--- config.mk ---
export PLATFORM = sky130hd
export DESIGN_NAME = host_regfile
export DESIGN_NICKNAME = d
export VERILOG_FILES = /design/src/rtl/host_regfile.sv
export SDC_FILE = /design/constraint.sdc
export NUM_CORES = 1
export LEC_CHECK = 0
export BUFFER_PORTS_ARGS = -buffer_cell sky130_fd_sc_hd__buf_4
export CORE_MARGIN = 8
export CORE_UTILIZATION = 42
export CTS_CLUSTER_DIAMETER = 40
export DETAILED_ROUTE_END_ITERATION = 10
export PLACE_DENSITY = 0.82
export SLEW_MARGIN = 20
export SYNTH_ARGS = -nofsm -noshare
export SYNTH_HDL_FRONTEND = slang
export SYNTH_SLANG_ARGS = --single-unit
--- constraint.sdc ---
create_clock -name clk -period 1.2 [get_ports clk]
set_input_delay 0.12 -clock clk [delete_from_list [all_inputs] [get_ports clk]]
set_output_delay 0.12 -clock clk [all_outputs]
set_load 0.01 [all_outputs]
--- src/rtl/host_regfile.sv ---
module host_regfile #(
  parameter int DW = 8
) (
  input  logic          clk,
  input  logic          rst,
  input  logic          cs_n,
  input  logic          re_n,
  input  logic          we_n,
  input  logic [1:0]    addr,
  input  logic [DW-1:0] din,
  output logic [DW-1:0] dout,
  output logic          dout_en,
  input  logic          dir_wr,
  input  logic          xfer_active,
  input  logic          rx_strobe,
  input  logic [DW-1:0] rx_byte,
  input  logic          tx_strobe,
  output logic [DW-1:0] tx_byte,
  input  logic          op_done,
  input  logic [DW-1:0] core_stat,
  output logic          drq,
  output logic          irq,
  output logic          cmd_pulse,
  output logic [DW-1:0] cmd_byte,
  output logic [DW-1:0] track,
  output logic [DW-1:0] sector
);
  localparam logic [1:0] A_STAT = 2'd0;
  localparam logic [1:0] A_TRK  = 2'd1;
  localparam logic [1:0] A_SEC  = 2'd2;
  localparam logic [1:0] A_DATA = 2'd3;

  logic          re_q, we_q;
  logic          lost, full;
  logic [DW-1:0] data_q, status;

  always_ff @(posedge clk) begin
    if (rst) begin
      re_q <= 1'b1;
      we_q <= 1'b1;
    end else begin
      re_q <= re_n;
      we_q <= we_n;
    end
  end

  wire rd_ev    = !cs_n && re_q && !re_n;
  wire wr_ev    = !cs_n && we_q && !we_n;
  wire rd_stat  = rd_ev && addr == A_STAT;
  wire rd_data  = rd_ev && addr == A_DATA;
  wire wr_cmd   = wr_ev && addr == A_STAT;
  wire wr_data  = wr_ev && addr == A_DATA;
  wire rx_ev    = rx_strobe && !dir_wr;
  wire tx_ev    = tx_strobe && dir_wr;
  wire overrun  = rx_ev && drq && !rd_data;
  wire underrun = tx_ev && !full;
  wire lost_ev  = overrun || underrun;

  always_ff @(posedge clk) begin
    if (rst) begin
      data_q <= '0;
      track  <= '0;
      sector <= '0;
    end else begin
      if (rx_ev)                          data_q <= rx_byte;
      else if (wr_data)                   data_q <= din;
      if (wr_ev && addr == A_TRK)         track  <= din;
      if (wr_ev && addr == A_SEC)         sector <= din;
    end
  end

  always_ff @(posedge clk) begin
    if (rst) begin
      cmd_byte  <= '0;
      cmd_pulse <= 1'b0;
    end else begin
      cmd_pulse <= wr_cmd;
      if (wr_cmd) cmd_byte <= din;
    end
  end

  always_ff @(posedge clk) begin
    if (rst || wr_cmd)               full <= 1'b0;
    else if (wr_data)                full <= 1'b1;
    else if (tx_ev)                  full <= 1'b0;
  end

  always_ff @(posedge clk) begin
    if (rst || wr_cmd)               drq <= 1'b0;
    else if (rx_ev)                  drq <= 1'b1;
    else if (rd_data && !dir_wr)     drq <= 1'b0;
    else if (wr_data && dir_wr)      drq <= 1'b0;
    else if (tx_ev)                  drq <= 1'b1;
  end

  always_ff @(posedge clk) begin
    if (rst || wr_cmd)               lost <= 1'b0;
    else if (lost_ev)                lost <= 1'b1;
  end

  always_ff @(posedge clk) begin
    if (rst)                         irq <= 1'b0;
    else if (op_done || lost_ev)     irq <= 1'b1;
    else if (rd_stat || wr_cmd)      irq <= 1'b0;
  end

  assign status  = {core_stat[DW-1:3], lost, xfer_active ? drq : core_stat[1], core_stat[0]};
  assign dout_en = !cs_n && !re_n;
  assign tx_byte = full ? data_q : '0;

  always_comb begin
    case (addr)
      A_STAT:  dout = status;
      A_TRK:   dout = track;
      A_SEC:   dout = sector;
      default: dout = data_q;
    endcase
  end

  a_r1_reset_clears: assert property (@(posedge clk)
    rst |=> (!drq && !irq && !lost && !cmd_pulse && track == '0 && sector == '0));

  a_r5_rx_sets_drq: assert property (@(posedge clk) disable iff (rst)
    (rx_ev && !wr_cmd) |=> (drq && data_q == $past(rx_byte)));

  a_r6_overrun_flags: assert property (@(posedge clk) disable iff (rst)
    (rx_ev && drq && !rd_data && !wr_cmd) |=> (lost && irq));

  a_r8_underrun_flags: assert property (@(posedge clk) disable iff (rst)
    (tx_ev && !full && !wr_cmd) |=> (lost && irq));

  a_r10_cmd_clears: assert property (@(posedge clk) disable iff (rst)
    (wr_cmd && !op_done && !lost_ev) |=> (!irq && !drq && !lost));

  a_r11_done_irq: assert property (@(posedge clk) disable iff (rst)
    op_done |=> irq);

  a_r12_cmd_strobe: assert property (@(posedge clk) disable iff (rst)
    wr_cmd |=> (cmd_pulse && cmd_byte == $past(din)));
endmodule

**After elaboration in Yosys (flattened, before gate mapping)**

Index checks and enable logic that the tools add are counted.

- Register bits after elaboration: 39
- Output and inout bits: 44
- Input port bits: 36

- Reductions and logical operators: 33
- Multiplexer cells: 13
- Equality and inequality tests: 3

Operators with widths:

| cell | count |
|---|---|
| $mux 8 | 3 |
| $pmux 8 s3 | 1 |
| $logic_and 1x1->1 | 18 |
| $mux 1 | 9 |
| $logic_not 1->1 | 6 |
| $reduce_bool 2->1 | 3 |
| $eq 2x2->1 const B | 2 |
| $logic_or 1x1->1 | 4 |
| $reduce_bool 4->1 | 1 |
| $eq 2x1->1 const B | 1 |
| $logic_not 2->1 | 1 |

**Longest topological paths before layout**

- Word-level depth: 9
- Depth in mapped cells: 5
- Mapped depth without buffers: 4

**Worst setup path before layout**

No wires, ideal clock.

- Path type: register to register
- Start: register we_q
- End: register cmd_byte[0]
- Buffers on the path: 0
- Arrival: 1.117 ns
- Setup time: 0.128 ns
- Setup slack: -0.045 ns
- Data required time: 1.072 ns
- Period minus slack after synthesis: 1.245 ns
- Stages on the path, launching flop included: 5
- Cell sequence: dfxtp_1 > nor3b_2 > nand2_1 > mux2i_1 > nor2_1

- Cells in the longest elaborated chain, start to end: 3

Ends and longest elaborated chain:

| element | line | text |
|---|---|---|
| start, declared | 33 | `logic re_q, we_q;` |
| start signal, assigned | 43 | `we_q <= we_n;` |
| $logic_and 1x1->1 (2 in series) | 48 | `wire wr_ev = !cs_n && we_q && !we_n;` |
| $logic_and 1x1->1 | 51 | `wire wr_cmd = wr_ev && addr == A_STAT;` |
| end signal, assigned | 78 | `if (wr_cmd) cmd_byte <= din;` |
| end, declared | 24 | `output logic [DW-1:0] cmd_byte,` |

Every way passes these cells.
A chain may end at the register's enable or synchronous reset.

**Worst setup path after layout**

- Start: register drq
- End: output dout[1]

- Cells in the longest elaborated chain, start to end: 2

Ends and longest elaborated chain:

| element | line | text |
|---|---|---|
| start, declared | 21 | `output logic drq,` |
| start signal, assigned | 89 | `if (rst \|\| wr_cmd) drq <= 1'b0;` |
| start signal, assigned | 90 | `else if (rx_ev) drq <= 1'b1;` |
| start signal, assigned | 91 | `else if (rd_data && !dir_wr) drq <= 1'b0;` |
| $mux 1 | 107 | `assign status = {core_stat[DW-1:3], lost, xfer_active ? drq : core_stat[1], core_stat[0]};` |
| $pmux 8 s3 | 112 | `case (addr)` |
| end, declared | 11 | `output logic [DW-1:0] dout,` |

Every way passes these cells.

==> results.sh <==
export IMPL_status="finished, violations left"
export IMPL_failed_checks="negative setup slack"
export IMPL_die_area_um2=6500
export IMPL_seqPwrFrac=0.493
export IMPL_cp_end_kind="primary output"
export IMPL_firstDrtPassIters=4
export IMPL_p_int_mw=2.06
export IMPL_p_leak_nw=1.46
export IMPL_critical_path_arrival_ns=1.49
export IMPL_clk_path_buf_depth=2
export IMPL_area_delta_synth_final_pct=65.6
export IMPL_fmax_mhz=623
export IMPL_synth_avg_cell_area_um2=9.75
export IMPL_globalRouteTotalUtil=0.177
export IMPL_fin_util=0.727
export IMPL_grt_setup_unrepaired="true"
export IMPL_path_buf_inv=1
export IMPL_startpoint_type="flip-flop"
export IMPL_yosys_warnings=0
export IMPL_cts_buffers=5
export IMPL_port_buffers=78
export IMPL_routedWlPerCell_um=17.6
export IMPL_setup_tns_ns=-4.40
export IMPL_clockRootBuffer="clkbuf_8"
export IMPL_power_frac_comb=0.198
export IMPL_drv_slew=0
export IMPL_coreArea_um2=4000
export IMPL_swShare=0.259
export IMPL_ys_ff_latch=39
export IMPL_antenna_left=0
export IMPL_hp_class="in2reg"
export IMPL_place_congestion=0.758
export IMPL_drtIter0Drc=92
export IMPL_dp_hpwl_um=4080
export IMPL_p_switching_uw=722
export IMPL_initial_utilization=0.439
export IMPL_crit_chain="mux2_4, mux4_2, buf_6"
export IMPL_via_per_inst=5.17
export IMPL_layout_min_cycle_time_ns=1.61
export IMPL_rows=23
export IMPL_crit_path_max_fanout=2
export IMPL_drive_gt1_frac=0.599
export IMPL_cpLargestDelayFamily="multiplexers"
export IMPL_slew_limit_headroom=0.799
export IMPL_finalWirelength_um=5970
export IMPL_num_antenna_cells=0
export IMPL_synth_nets=216
export IMPL_critPathKind="reg2out"
export IMPL_grt_pass1_vias=1876
export IMPL_clk_pin_slew_ns=0.08
export IMPL_htree_num_levels=2
export IMPL_grt_max_degree=22
export IMPL_period_share=1.34
export IMPL_pwr_share_clk=0.309
export IMPL_p_per_area_nw_per_um2=958
export IMPL_setup_viol=38
export IMPL_fp_dieH_um=80.7
export IMPL_hold_viol=0
export IMPL_worst_path_max_delay_cell="mux4_2"
export IMPL_dp_cells=316
export IMPL_fin_nets=324
export IMPL_startpoint="drq"
export IMPL_cts_tree="done"
export IMPL_clkLatencyLatePin_ns=0.29
export IMPL_vdd_ir_drop_max_mv=0.614
export IMPL_cap_violations=0
export IMPL_grt_pass1_wl_um=8940
export IMPL_synthCells=180
export IMPL_cp_slowest_stage_delay_ns=0.47
export IMPL_total_power_mw=2.78
export IMPL_yosysUniqueCellTypes=27
export IMPL_die_w_um=80.7
export IMPL_crit_required_ns=1.08
export IMPL_drc=0
export IMPL_pin_count=80
export IMPL_ys_seq_area_frac=0.445
export IMPL_clock_sinks=39
export IMPL_tightest_slew_ns=0.301
export IMPL_antenna_found_initial=0
export IMPL_gr_total_overflow=0
export IMPL_reg2reg_from="we_q"
export IMPL_clock_skew_ns=0.00571
export IMPL_stdcell_count=339
export IMPL_synthesis_area_um2=1760
export IMPL_vias=1752
export IMPL_min_from="re_n"
export IMPL_setup_slack_ns=-0.405
## repair_timing
item                                   4_1_cts  5_1_grt
endpoints found under the hold margin        0        0
pin swaps                                   12       16
cloned                                       0        0
resized for setup                           48       20
setup endpoints to repair                   41       52
hold buffers                                 0        0
buffers inserted                            12        3
## layout make-up
type | instances | area [um^2]
clock buffers | 7 | 76.3
clock inverters | 1 | 5.00
well taps | 50 | 62.6
fillers | 304 | 1090
inverters | 1 | 3.75
multi-input cells | 129 | 1040
repair buffers | 112 | 916
flip-flops and latches | 39 | 807
## flip-flops by register name, indices dropped and copies added (netlist names)
register   count
drq            1
data_q         8
lost           1
full           1
sector         8
we_q           1
cmd_byte       8
cmd_pulse      1
irq            1
re_q           1
track          8
## power groups by stage
stage	sequential (mW)	combinational (mW)	clock (mW)
finish	1.37	0.551	0.860
global route	1.38	0.588	0.922
CTS	1.37	0.518	0.858
detailed placement	1.40	0.446	0
global placement	1.40	0.438	0
floorplan	1.40	0.193	0
## cells by family after synthesis
group | count (synthesis) | share of synthesized area
AOI/OAI and AO/OA | 19 | 0.0791
buffers and inverters | 12 | 0.0306
and+or+nand+nor | 77 | 0.200
muxes | 33 | 0.246
DFF | 39 | 0.445
## cells in the final DEF, fill, tap and decap left out
cell type	Yosys	final
buf_4	1	92
nor2_1	36	36
mux2i_1	24	24
dfxtp_2	0	21
buf_6	0	20
dfxtp_1	39	18
nand2_1	20	10
nand2_2	0	9
mux4_2	8	8
and2_1	8	8
a311oi_2	0	7
clkbuf_8	0	5
a21oi_1	5	4
nand2b_1	2	2
or2_2	2	2
nand3b_1	2	2
nor2b_1	2	2
clkbuf_1	5	2
mux2_4	0	1
nor3b_4	0	1
and3_4	0	1
nand3_4	0	1
nand2_4	0	1
a21oi_2	0	1
a21boi_1	0	1
nor4b_2	0	1
o21ai_2	0	1
o211a_1	1	1
inv_1	1	1
a211o_1	1	1
a21boi_0	2	1
nor3_1	1	1
o21ai_0	2	1
a311oi_1	8	1
clkinv_2	0	1
## final timing paths
kind / end / slack (ns) / depth (start not counted)
worst min register to register: lost / 0.47 / 2
worst max-delay path: dout[1] / -0.41 / 3
worst min-delay path: re_q / 0.04 / 2
worst max register to register: track[6] / -0.19 / 6
## metrics by stage
step | hold slack, ns | worst slack [ns] | area [um^2]
after floorplan | 0.227 | -0.00215 | 1770
after global placement | 0.327 | -0.102 | 2500
after detailed placement | 0.336 | -0.180 | 2500
after CTS | 0.0310 | -0.405 | 2810
after global routing | 0.0347 | -0.430 | 2910
final | 0.0362 | -0.405 | 2910
## worst reg2reg max path: cells and delay by family (launching register included)
family                 cells  cell delay [ns]
muxes                      1             0.16
and+or+nand+nor            3             0.45
DFF                        1             0.32
buffers and inverters      2             0.35
## cell usage after synthesis (all sizes together)
| cell | number | area, um^2 |
|---|---|---|
| mux2i | 24 | 240 |
| a311oi | 8 | 70.1 |
| and3 | 1 | 6.26 |
| inv | 1 | 3.75 |
| mux2 | 1 | 11.3 |
| nand2b | 2 | 12.5 |
| and2 | 8 | 50.1 |
| nor2 | 36 | 135 |
| a21boi | 2 | 15.0 |
| nor4b | 1 | 8.76 |
| a21oi | 5 | 25.0 |
| nor3b | 1 | 12.5 |
| o21ai | 2 | 10.0 |
| nor3 | 1 | 5.00 |
| a211o | 1 | 8.76 |
| mux4 | 8 | 180 |
| o211a | 1 | 10.0 |
| nand3b | 2 | 15.0 |
| nand3 | 1 | 5.00 |
| nand2 | 20 | 75.1 |
| dfxtp | 39 | 781 |
| clkbuf | 5 | 18.8 |
| or2 | 2 | 12.5 |
| buf | 6 | 31.3 |
| nor2b | 2 | 12.5 |
## routing by layer
layer | part of all wire | wire (um) | vias up | global-route usage
li1 | - | - | 841 | -
met1 | 0.38 | 2260 | 832 | 0.184
met2 | 0.51 | 3070 | 66 | 0.314
met3 | 0.088 | 528 | 13 | 0.0614
met4 | 0.019 | 113 | 0 | 0.0750
met5 | 0 | 0 | - | 0
(Power assumes the default switching activity.)
